### config.mk
export PLATFORM = sky130hd
export DESIGN_NAME = pcie_rst_sequencer
export DESIGN_NICKNAME = d
export VERILOG_FILES = /design/src/rtl/pcie_rstseq_pkg.sv /design/src/rtl/rstseq_timer.sv /design/src/rtl/rstseq_force_merge.sv /design/src/rtl/rstseq_fsm.sv /design/src/rtl/pcie_rst_sequencer.sv
export SDC_FILE = /design/constraint.sdc
export NUM_CORES = 1
export LEC_CHECK = 0
export BUFFER_PORTS_ARGS = -buffer_cell sky130_fd_sc_hd__clkbuf_2
export CORE_MARGIN = 8
export CORE_UTILIZATION = 52
export DETAILED_ROUTE_END_ITERATION = 7
export GPL_ROUTABILITY_DRIVEN = 0
export GPL_TIMING_DRIVEN = 0
export PLACE_DENSITY = 0.95
export SETUP_SLACK_MARGIN = 0.15
export SYNTH_ARGS = -nofsm -noshare
export SYNTH_HDL_FRONTEND = slang
export SYNTH_SLANG_ARGS = --single-unit
### constraint.sdc
create_clock -name clk -period 6.05 [get_ports clk]
set_input_delay 0.3025 -clock clk [delete_from_list [all_inputs] [get_ports clk]]
set_output_delay 0.3025 -clock clk [all_outputs]
set_load 0.02 [all_outputs]
### src/rtl/pcie_rstseq_pkg.sv
package pcie_rstseq_pkg;

  typedef enum logic [1:0] {
    FLD_LTSSM  = 2'd0,
    FLD_REFCLK = 2'd1,
    FLD_PHYPD  = 2'd2
  } ctl_field_e;

  typedef struct packed {
    logic       wr;
    ctl_field_e field;
    logic       val;
  } ctl_cmd_t;

  typedef enum logic [3:0] {
    ST_IDLE,
    ST_A_CHECK,
    ST_A_FORCE,
    ST_A_LTOFF,
    ST_A_PDON,
    ST_A_REFOFF,
    ST_D_PDOFF,
    ST_D_WREF,
    ST_D_REFON,
    ST_D_WSTB,
    ST_D_PERST,
    ST_DONE
  } seq_state_e;

  localparam int unsigned PFR_W         = 32;
  localparam int unsigned LINK_FIELD_LSB = 16;
  localparam int unsigned LINK_FIELD_W   = 6;
  localparam int unsigned FORCE_BIT      = 15;

  function automatic int unsigned max3(int unsigned a, int unsigned b, int unsigned c);
    int unsigned m;
    m = (a > b) ? a : b;
    return (m > c) ? m : c;
  endfunction

endpackage

### src/rtl/rstseq_timer.sv
module rstseq_timer #(
  parameter int unsigned CW = 8
) (
  input  logic          clk,
  input  logic          rst_n,
  input  logic          run,
  input  logic [CW-1:0] limit,
  output logic          hit
);

  logic [CW-1:0] cnt;

  assign hit = run && (cnt == limit - CW'(1));

  always_ff @(posedge clk) begin
    if (!rst_n) begin
      cnt <= '0;
    end else if (!run || hit) begin
      cnt <= '0;
    end else begin
      cnt <= cnt + CW'(1);
    end
  end

endmodule

### src/rtl/rstseq_force_merge.sv
module rstseq_force_merge #(
  parameter int unsigned DW      = 32,
  parameter int unsigned FLD_LSB = 16,
  parameter int unsigned FLD_W   = 6,
  parameter int unsigned FBIT    = 15
) (
  input  logic [DW-1:0] rd_word,
  output logic [DW-1:0] wr_word
);

  for (genvar b = 0; b < DW; b++) begin : g_bit
    if (b >= FLD_LSB && b < FLD_LSB + FLD_W) begin : g_clr
      assign wr_word[b] = 1'b0;
    end else if (b == FBIT) begin : g_set
      assign wr_word[b] = 1'b1;
    end else begin : g_keep
      assign wr_word[b] = rd_word[b];
    end
  end

endmodule

### src/rtl/rstseq_fsm.sv
module rstseq_fsm
  import pcie_rstseq_pkg::*;
#(
  parameter int unsigned T_REFCLK      = 500,
  parameter int unsigned T_STABLE      = 10000,
  parameter int unsigned T_PERST       = 5000000,
  parameter bit          PERST_PRESENT = 1'b1,
  parameter int unsigned CW            = 23
) (
  input  logic          clk,
  input  logic          rst_n,
  input  logic          start_assert,
  input  logic          start_deassert,
  input  logic          refclk_en_rb,
  input  logic          ltssm_en_rb,
  input  logic          tmr_hit,
  output logic          tmr_run,
  output logic [CW-1:0] tmr_limit,
  output ctl_cmd_t      cmd,
  output logic          pfr_wr,
  output logic          perst_next,
  output logic          busy,
  output logic          done
);

  seq_state_e state, state_n;

  always_comb begin
    state_n = state;
    unique case (state)
      ST_IDLE: begin
        if (start_assert)        state_n = ST_A_CHECK;
        else if (start_deassert) state_n = ST_D_PDOFF;
      end
      ST_A_CHECK:  state_n = (refclk_en_rb && ltssm_en_rb) ? ST_A_FORCE : ST_A_PDON;
      ST_A_FORCE:  state_n = ST_A_LTOFF;
      ST_A_LTOFF:  state_n = ST_A_PDON;
      ST_A_PDON:   state_n = ST_A_REFOFF;
      ST_A_REFOFF: state_n = ST_DONE;
      ST_D_PDOFF:  state_n = ST_D_WREF;
      ST_D_WREF:   if (tmr_hit) state_n = ST_D_REFON;
      ST_D_REFON:  state_n = ST_D_WSTB;
      ST_D_WSTB:   if (tmr_hit) state_n = PERST_PRESENT ? ST_D_PERST : ST_DONE;
      ST_D_PERST:  if (tmr_hit) state_n = ST_DONE;
      ST_DONE:     state_n = ST_IDLE;
      default:     state_n = ST_IDLE;
    endcase
  end

  always_ff @(posedge clk) begin
    if (!rst_n) state <= ST_IDLE;
    else        state <= state_n;
  end

  always_comb begin
    cmd       = '{wr: 1'b0, field: FLD_LTSSM, val: 1'b0};
    pfr_wr    = 1'b0;
    tmr_run   = 1'b0;
    tmr_limit = CW'(T_REFCLK);
    unique case (state)
      ST_A_FORCE:  pfr_wr = 1'b1;
      ST_A_LTOFF:  cmd = '{wr: 1'b1, field: FLD_LTSSM,  val: 1'b0};
      ST_A_PDON:   cmd = '{wr: 1'b1, field: FLD_PHYPD,  val: 1'b1};
      ST_A_REFOFF: cmd = '{wr: 1'b1, field: FLD_REFCLK, val: 1'b0};
      ST_D_PDOFF:  cmd = '{wr: 1'b1, field: FLD_PHYPD,  val: 1'b0};
      ST_D_REFON:  cmd = '{wr: 1'b1, field: FLD_REFCLK, val: 1'b1};
      ST_D_WREF: begin
        tmr_run   = 1'b1;
        tmr_limit = CW'(T_REFCLK);
      end
      ST_D_WSTB: begin
        tmr_run   = 1'b1;
        tmr_limit = CW'(T_STABLE);
      end
      ST_D_PERST: begin
        tmr_run   = 1'b1;
        tmr_limit = CW'(T_PERST);
      end
      default: ;
    endcase
  end

  assign perst_next = (state_n == ST_D_PERST);
  assign busy       = (state != ST_IDLE);
  assign done       = (state == ST_DONE);

endmodule

### src/rtl/pcie_rst_sequencer.sv
module pcie_rst_sequencer
  import pcie_rstseq_pkg::*;
#(
  parameter int unsigned T_REFCLK          = 500,
  parameter int unsigned T_STABLE          = 10000,
  parameter int unsigned T_PERST           = 5000000,
  parameter bit          PERST_PRESENT     = 1'b1,
  parameter bit          PERST_ACTIVE_HIGH = 1'b0
) (
  input  logic        clk,
  input  logic        rst_n,
  input  logic        start_assert,
  input  logic        start_deassert,
  input  logic        refclk_en_rb,
  input  logic        ltssm_en_rb,
  input  logic [31:0] pfr_rdata,
  output logic        ctl_wr,
  output logic [1:0]  ctl_field,
  output logic        ctl_val,
  output logic        pfr_wr,
  output logic [31:0] pfr_wdata,
  output logic        perst_o,
  output logic        busy,
  output logic        done
);

  localparam int unsigned T_MAX = max3(T_REFCLK, T_STABLE, T_PERST);
  localparam int unsigned CW    = $clog2(T_MAX + 1);

  logic          tmr_run, tmr_hit, perst_next, perst_q;
  logic [CW-1:0] tmr_limit;
  ctl_cmd_t      cmd;
  logic [31:0]   merged;

  rstseq_fsm #(
    .T_REFCLK     (T_REFCLK),
    .T_STABLE     (T_STABLE),
    .T_PERST      (T_PERST),
    .PERST_PRESENT(PERST_PRESENT),
    .CW           (CW)
  ) u_fsm (
    .clk           (clk),
    .rst_n         (rst_n),
    .start_assert  (start_assert),
    .start_deassert(start_deassert),
    .refclk_en_rb  (refclk_en_rb),
    .ltssm_en_rb   (ltssm_en_rb),
    .tmr_hit       (tmr_hit),
    .tmr_run       (tmr_run),
    .tmr_limit     (tmr_limit),
    .cmd           (cmd),
    .pfr_wr        (pfr_wr),
    .perst_next    (perst_next),
    .busy          (busy),
    .done          (done)
  );

  rstseq_timer #(.CW(CW)) u_timer (
    .clk  (clk),
    .rst_n(rst_n),
    .run  (tmr_run),
    .limit(tmr_limit),
    .hit  (tmr_hit)
  );

  rstseq_force_merge #(
    .DW     (PFR_W),
    .FLD_LSB(LINK_FIELD_LSB),
    .FLD_W  (LINK_FIELD_W),
    .FBIT   (FORCE_BIT)
  ) u_merge (
    .rd_word(pfr_rdata),
    .wr_word(merged)
  );

  always_ff @(posedge clk) begin
    if (!rst_n) perst_q <= 1'b0;
    else        perst_q <= perst_next;
  end

  assign perst_o   = PERST_ACTIVE_HIGH ? perst_q : ~perst_q;
  assign ctl_wr    = cmd.wr;
  assign ctl_field = cmd.field;
  assign ctl_val   = cmd.val;
  assign pfr_wdata = pfr_wr ? merged : '0;

endmodule

After elaboration in Yosys (flattened, before gate mapping)
Cells that the tools add are included.
Word-level totals
  register bits after elaboration: 28
  output and inout bits: 40
  word-level logic and storage cells: 40
Cells by class
  add/sub/neg operators: 2
  equal/unequal tests: 13
  muxes and demuxes: 12
  bitwise gates (word level): 2
  reduce and logical (&&, ||, !) cells: 8
Operator list (number)
  $pmux W23 S2: 1
  $pmux W4 S11: 1
  $mux W32: 1
  $add A23 B1 Y23 const B: 1
  $eq A23 B23 Y1: 1
  $sub A23 B1 Y23 const B: 1
  $eq A4 B4 Y1 const B: 5
  $mux W4: 5
  $pmux W4 S5: 1
  $eq A4 B3 Y1 const B: 4
  $eq A4 B2 Y1 const B: 2
  $eq A4 B1 Y1 const B: 1
  $logic_not A4 Y1: 1
  $reduce_bool A4 Y1: 1
  $mux W3: 1
  $reduce_or A3 Y1: 1
  $logic_and A1 B1 Y1: 2
  $mux W1: 2
  $not A1 Y1: 2
  $reduce_or A2 Y1: 1
  $logic_not A1 Y1: 1
  $logic_or A1 B1 Y1: 1

Depth between registers and ports, before layout
  word-level depth: 8
  mapped depth: 11
  gate-level depth less buffers: 8

Hierarchy
Synthesis repeated with hierarchy kept, for this count alone.
Second synthesis, totals
  cells, all modules: 386
  area, all modules: 3104.2 um^2
Modules (own cells, without submodules)
  rstseq_timer: times used 1, cells each 230, area an instance 2006.9 um^2, sequential area each 460.4 um^2
  rstseq_fsm: times used 1, cells each 84, area an instance 564.3 um^2, sequential area each 80.1 um^2
  pcie_rst_sequencer: times used 1, cells each 38, area an instance 285.3 um^2, sequential area each 20.0 um^2
  rstseq_force_merge: times used 1, cells each 34, area an instance 247.7 um^2, sequential area each 0.0 um^2

Worst setup path before layout
No wires, ideal clock.
  path type: register to register
  start: register u_fsm.state[0]
  end: register u_timer.cnt[11]
  arrival time: 2.208 ns
  data required time: 5.935 ns
  setup slack: 3.728 ns
  stages on the path, launching flop included: 12
  path through: dfxtp_1 -> clkbuf_1 -> and4bb_2 -> inv_1 -> ha_1 -> clkbuf_1 -> nor4b_1 -> nand2_1 -> o21a_1 -> o221ai_2 -> buf_4 -> nor2_1
Between the ends
  word-level cells in the longest chain between the ends: 7
  elaborated cells between the ends (all ways): 12
  those cells by class: add/sub: 1; eq/ne: 4; mux: 2; reduce/logical: 5
RTL lines
  start: declaration: line rstseq_fsm.sv:26  | seq_state_e state, state_n;
  start signal: assignment: line rstseq_fsm.sv:52  | else state <= state_n;
  $eq A4 B4 Y1: line rstseq_fsm.sv:60  | unique case (state)
  $pmux W23 S2: line rstseq_fsm.sv:60
  $sub A23 B1 Y23: line rstseq_timer.sv:13  | assign hit = run && (cnt == limit - CW'(1));
  $eq A23 B23 Y1: line rstseq_timer.sv:13
  $logic_and A1 B1 Y1: line rstseq_timer.sv:13
  $logic_or A1 B1 Y1 *: line rstseq_timer.sv:18  | end else if (!run || hit) begin
  $reduce_or A2 Y1 (no line) *
  end signal: assignment: line rstseq_timer.sv:21  | cnt <= cnt + CW'(1);
  end: declaration: line rstseq_timer.sv:11  | logic [CW-1:0] cnt;
Every way passes the cells marked *; elsewhere a longest branch is shown, timed or not.
A chain may end at the register's enable or synchronous reset.

Final worst setup path
  start: register u_fsm.state[0]
  end: register u_timer.cnt[12]
The elaborated chain is that of the path after synthesis.

==> results.json <==
{
  "status": "finished clean",
  "end_kind": "flop",
  "reg2reg_depth": 10,
  "crit_top_cell": "clkbuf_1",
  "synth_seq_cells": 28,
  "fill_cells": 271,
  "cts_tree": "yes",
  "hold_depth": 4,
  "nets": 354,
  "rows": 21,
  "crit_slowest_cell": "nor4b_1",
  "cts_buffer_depth": 2,
  "power_uw": 669,
  "start_kind": "flop",
  "cts_hold_buf": 0,
  "die_height_um": 75.9,
  "crit_path_max_incr_delay_ps": 360,
  "netlist_area_sq_mm": 0.00186,
  "vias": 1918,
  "drive_above_1_share_pct": 27.2,
  "first_iter_violations": 127,
  "finalSetupViolCount": 0,
  "ys.warnings.count": 0,
  "die_w_um": 75.9,
  "worstSetupPathType": "reg2reg",
  "grt_pass1_wl_um": 7780,
  "seq_area_frac_synth_pct": 30.1,
  "hold_violations": 0,
  "period_minus_slack_ps": 2830,
  "wl_per_cell_um": 14.1,
  "yosysUniqueCellTypes": 46,
  "skew_ps": 4.89,
  "ff_latch_area_sq_um": 561,
  "io_pins": 78,
  "diodes": 0,
  "wirelength_um": 5060,
  "cp_max_fo": 10,
  "cts_sinks": 28,
  "area_growth_pct": 24.1,
  "port_buffers": 64,
  "cpLargestDelayFamily": "simple AND/OR/NAND/NOR gates",
  "multi_input_area_sq_mm": 0.00120,
  "route.detailed.drc": 0,
  "vias_per_cell": 5.34,
  "grt_max_degree": 17,
  "final_cell_mix": "clkbuf_2, nor2_1, and2_1, dfxtp_1, nand2_1",
  "design.core.area_sq_mm": 0.00339,
  "p_per_area_mw_per_mm2": 289,
  "ant_nets": 0,
  "max_cap_viol_count": 0,
  "fin_tns_setup_ps": 0,
  "synth-edff-count": 0,
  "final_common_cell": "clkbuf_2",
  "numCtsBuffers": 3,
  "drv_slew": 0,
  "cts.repair.resized": 0,
  "synth_cells": 240,
  "clkLatencyLatePin_ps": 330,
  "initial_utilization_pct": 55.0,
  "path_clk_slew_ps": 150,
  "rsz0062_at_grt": "false",
  "grt_pass1_vias": 1845,
  "peakVddDrop_v": 0.000180,
  "dp_hpwl_um": 4070,
  "postSynthAreaPerCell_sq_um": 7.76,
  "drtPass1Iterations": 4,
  "async_flop_share_pct": 0,
  "cts_setup_buffers": 0,
  "timing.fmax_mhz": 353,
  "yosysTopAreaCell": "dfxtp_1",
  "clock-root-buffer": "clkbuf_4",
  "antenna_found_initial": 0,
  "synth_top_area_share_pct": 30.1,
  "crit_chain": "clkbuf_1 -> nand4bb_1 -> ha_1 -> clkbuf_1 -> nor4b_1 -> nand2_1 -> o21a_1 -> o221ai_2 -> buf_4 -> nor2_1",
  "relSlewSlack_pct": 32.0,
  "gr-usage-all-layers_pct": 16.9,
  "hold_class": "in2reg",
  "grt-ovfl-total": 0,
  "timing_worst_slew_pin_value_ps": 1010,
  "min_period_over_period_pct": 46.8,
  "h-tree-depth": 1,
  "cp_num_cells": 10,
  "synth_ff_type": "dfxtp_1",
  "die_area_sq_mm": 0.00575,
  "arrival_ps": 3070,
  "leakage_uw": 0.000912,
  "synth_area_leaders": "dfxtp_1, and2_1, nor2_1, xnor2_1, xor2_1",
  "crit_buf_inv": 3,
  "cp.required_ps": 6290
}
==> per-layer routing <==
metal,global-route usage [%],up-vias,routed length (um)
li1,-,958,-
met1,17.7,881,1860
met2,32.8,73,2660
met3,3.42,6,483
met4,4.69,0,56
met5,0,-,0
==> cells by family (layout without fill, tap and decap cells) <==
family | count (synthesis) | count (layout) | synth area share (%)
xor gates and xnor gates | 24 | 24 | 11.3
DFF | 28 | 28 | 30.1
other | 1 | 6 | 0.201
adders and majority gates | 3 | 3 | 1.88
AOI/OAI and AO/OA | 32 | 32 | 12.2
buffers and inverters | 24 | 92 | 6.72
and+or+nand+nor | 128 | 128 | 37.6
==> report_power, final <==
group	internal [uW]	leakage, uW	switching [uW]
combinational	124	0.000658	218
sequential	195	0.000226	9.62
clock	67.0	0.0000279	55.3
==> sequential cells by signal (all words and copies together), names as in the netlist <==
register,flops
u_timer.cnt,23
perst_q,1
u_fsm.state,4
==> tightest hold or removal path: stages <==
cell and delay, ps:
clkbuf_2 90, nor3b_1 50, inv_1 80, a31oi_1 70
==> cells in the mapped netlist (2+ instances only) <==
cell	count
nor4_1	3
o32ai_1	2
xnor2_1	12
o22ai_1	2
nand4_1	6
buf_4	9
and3_1	3
nor3_1	7
o21a_1	2
dfxtp_1	28
nand4bb_1	2
inv_1	6
a31oi_1	2
clkbuf_1	7
nor2_1	33
ha_1	2
xor2_1	12
a21oi_1	8
o21ai_0	6
and2_1	28
nand2b_1	5
o221ai_2	2
nand3_1	8
or4_1	2
nand2_1	21
a21boi_0	2
==> per-stage QoR <==
| step | utilization (%) | worst slack, ps | hold WS [ps] | cell area (sq um) | cells |
|---|---|---|---|---|---|
| after CTS | 68.2 | 3250 | 283 | 2310 | 359 |
| after global placement | 66.7 | 3460 | 442 | 2260 | 355 |
| after detailed placement | 66.7 | 3320 | 452 | 2260 | 355 |
| after global routing | 68.2 | 3000 | 295 | 2310 | 359 |
| final | 68.2 | 3220 | 296 | 2310 | 359 |
| after floorplan | - | 3730 | 430 | 1880 | 245 |
==> layout make-up <==
class | instances | share of cell area (%)
multi-input cells | 193 | 51.7
flip-flops and latches | 28 | 24.2
repair buffers | 64 | 13.9
plain buffers | 18 | 4.44
well taps | 46 | 2.49
clock inverters | 1 | 1.30
clock buffers | 3 | 0.974
inverters | 6 | 0.974
==> path summary, 6_finish.rpt <==
check | slack, ps | end | startpoint
hold / removal | 300 | u_fsm.state[2] | start_assert
hold reg to reg | 480 | u_timer.cnt[0] | u_timer.cnt[0]
setup / recovery | 3220 | u_timer.cnt[12] | u_fsm.state[0]
setup reg to reg | 3220 | u_timer.cnt[12] | u_fsm.state[0]
No activity file was read; power rests on OpenSTA's default activity.
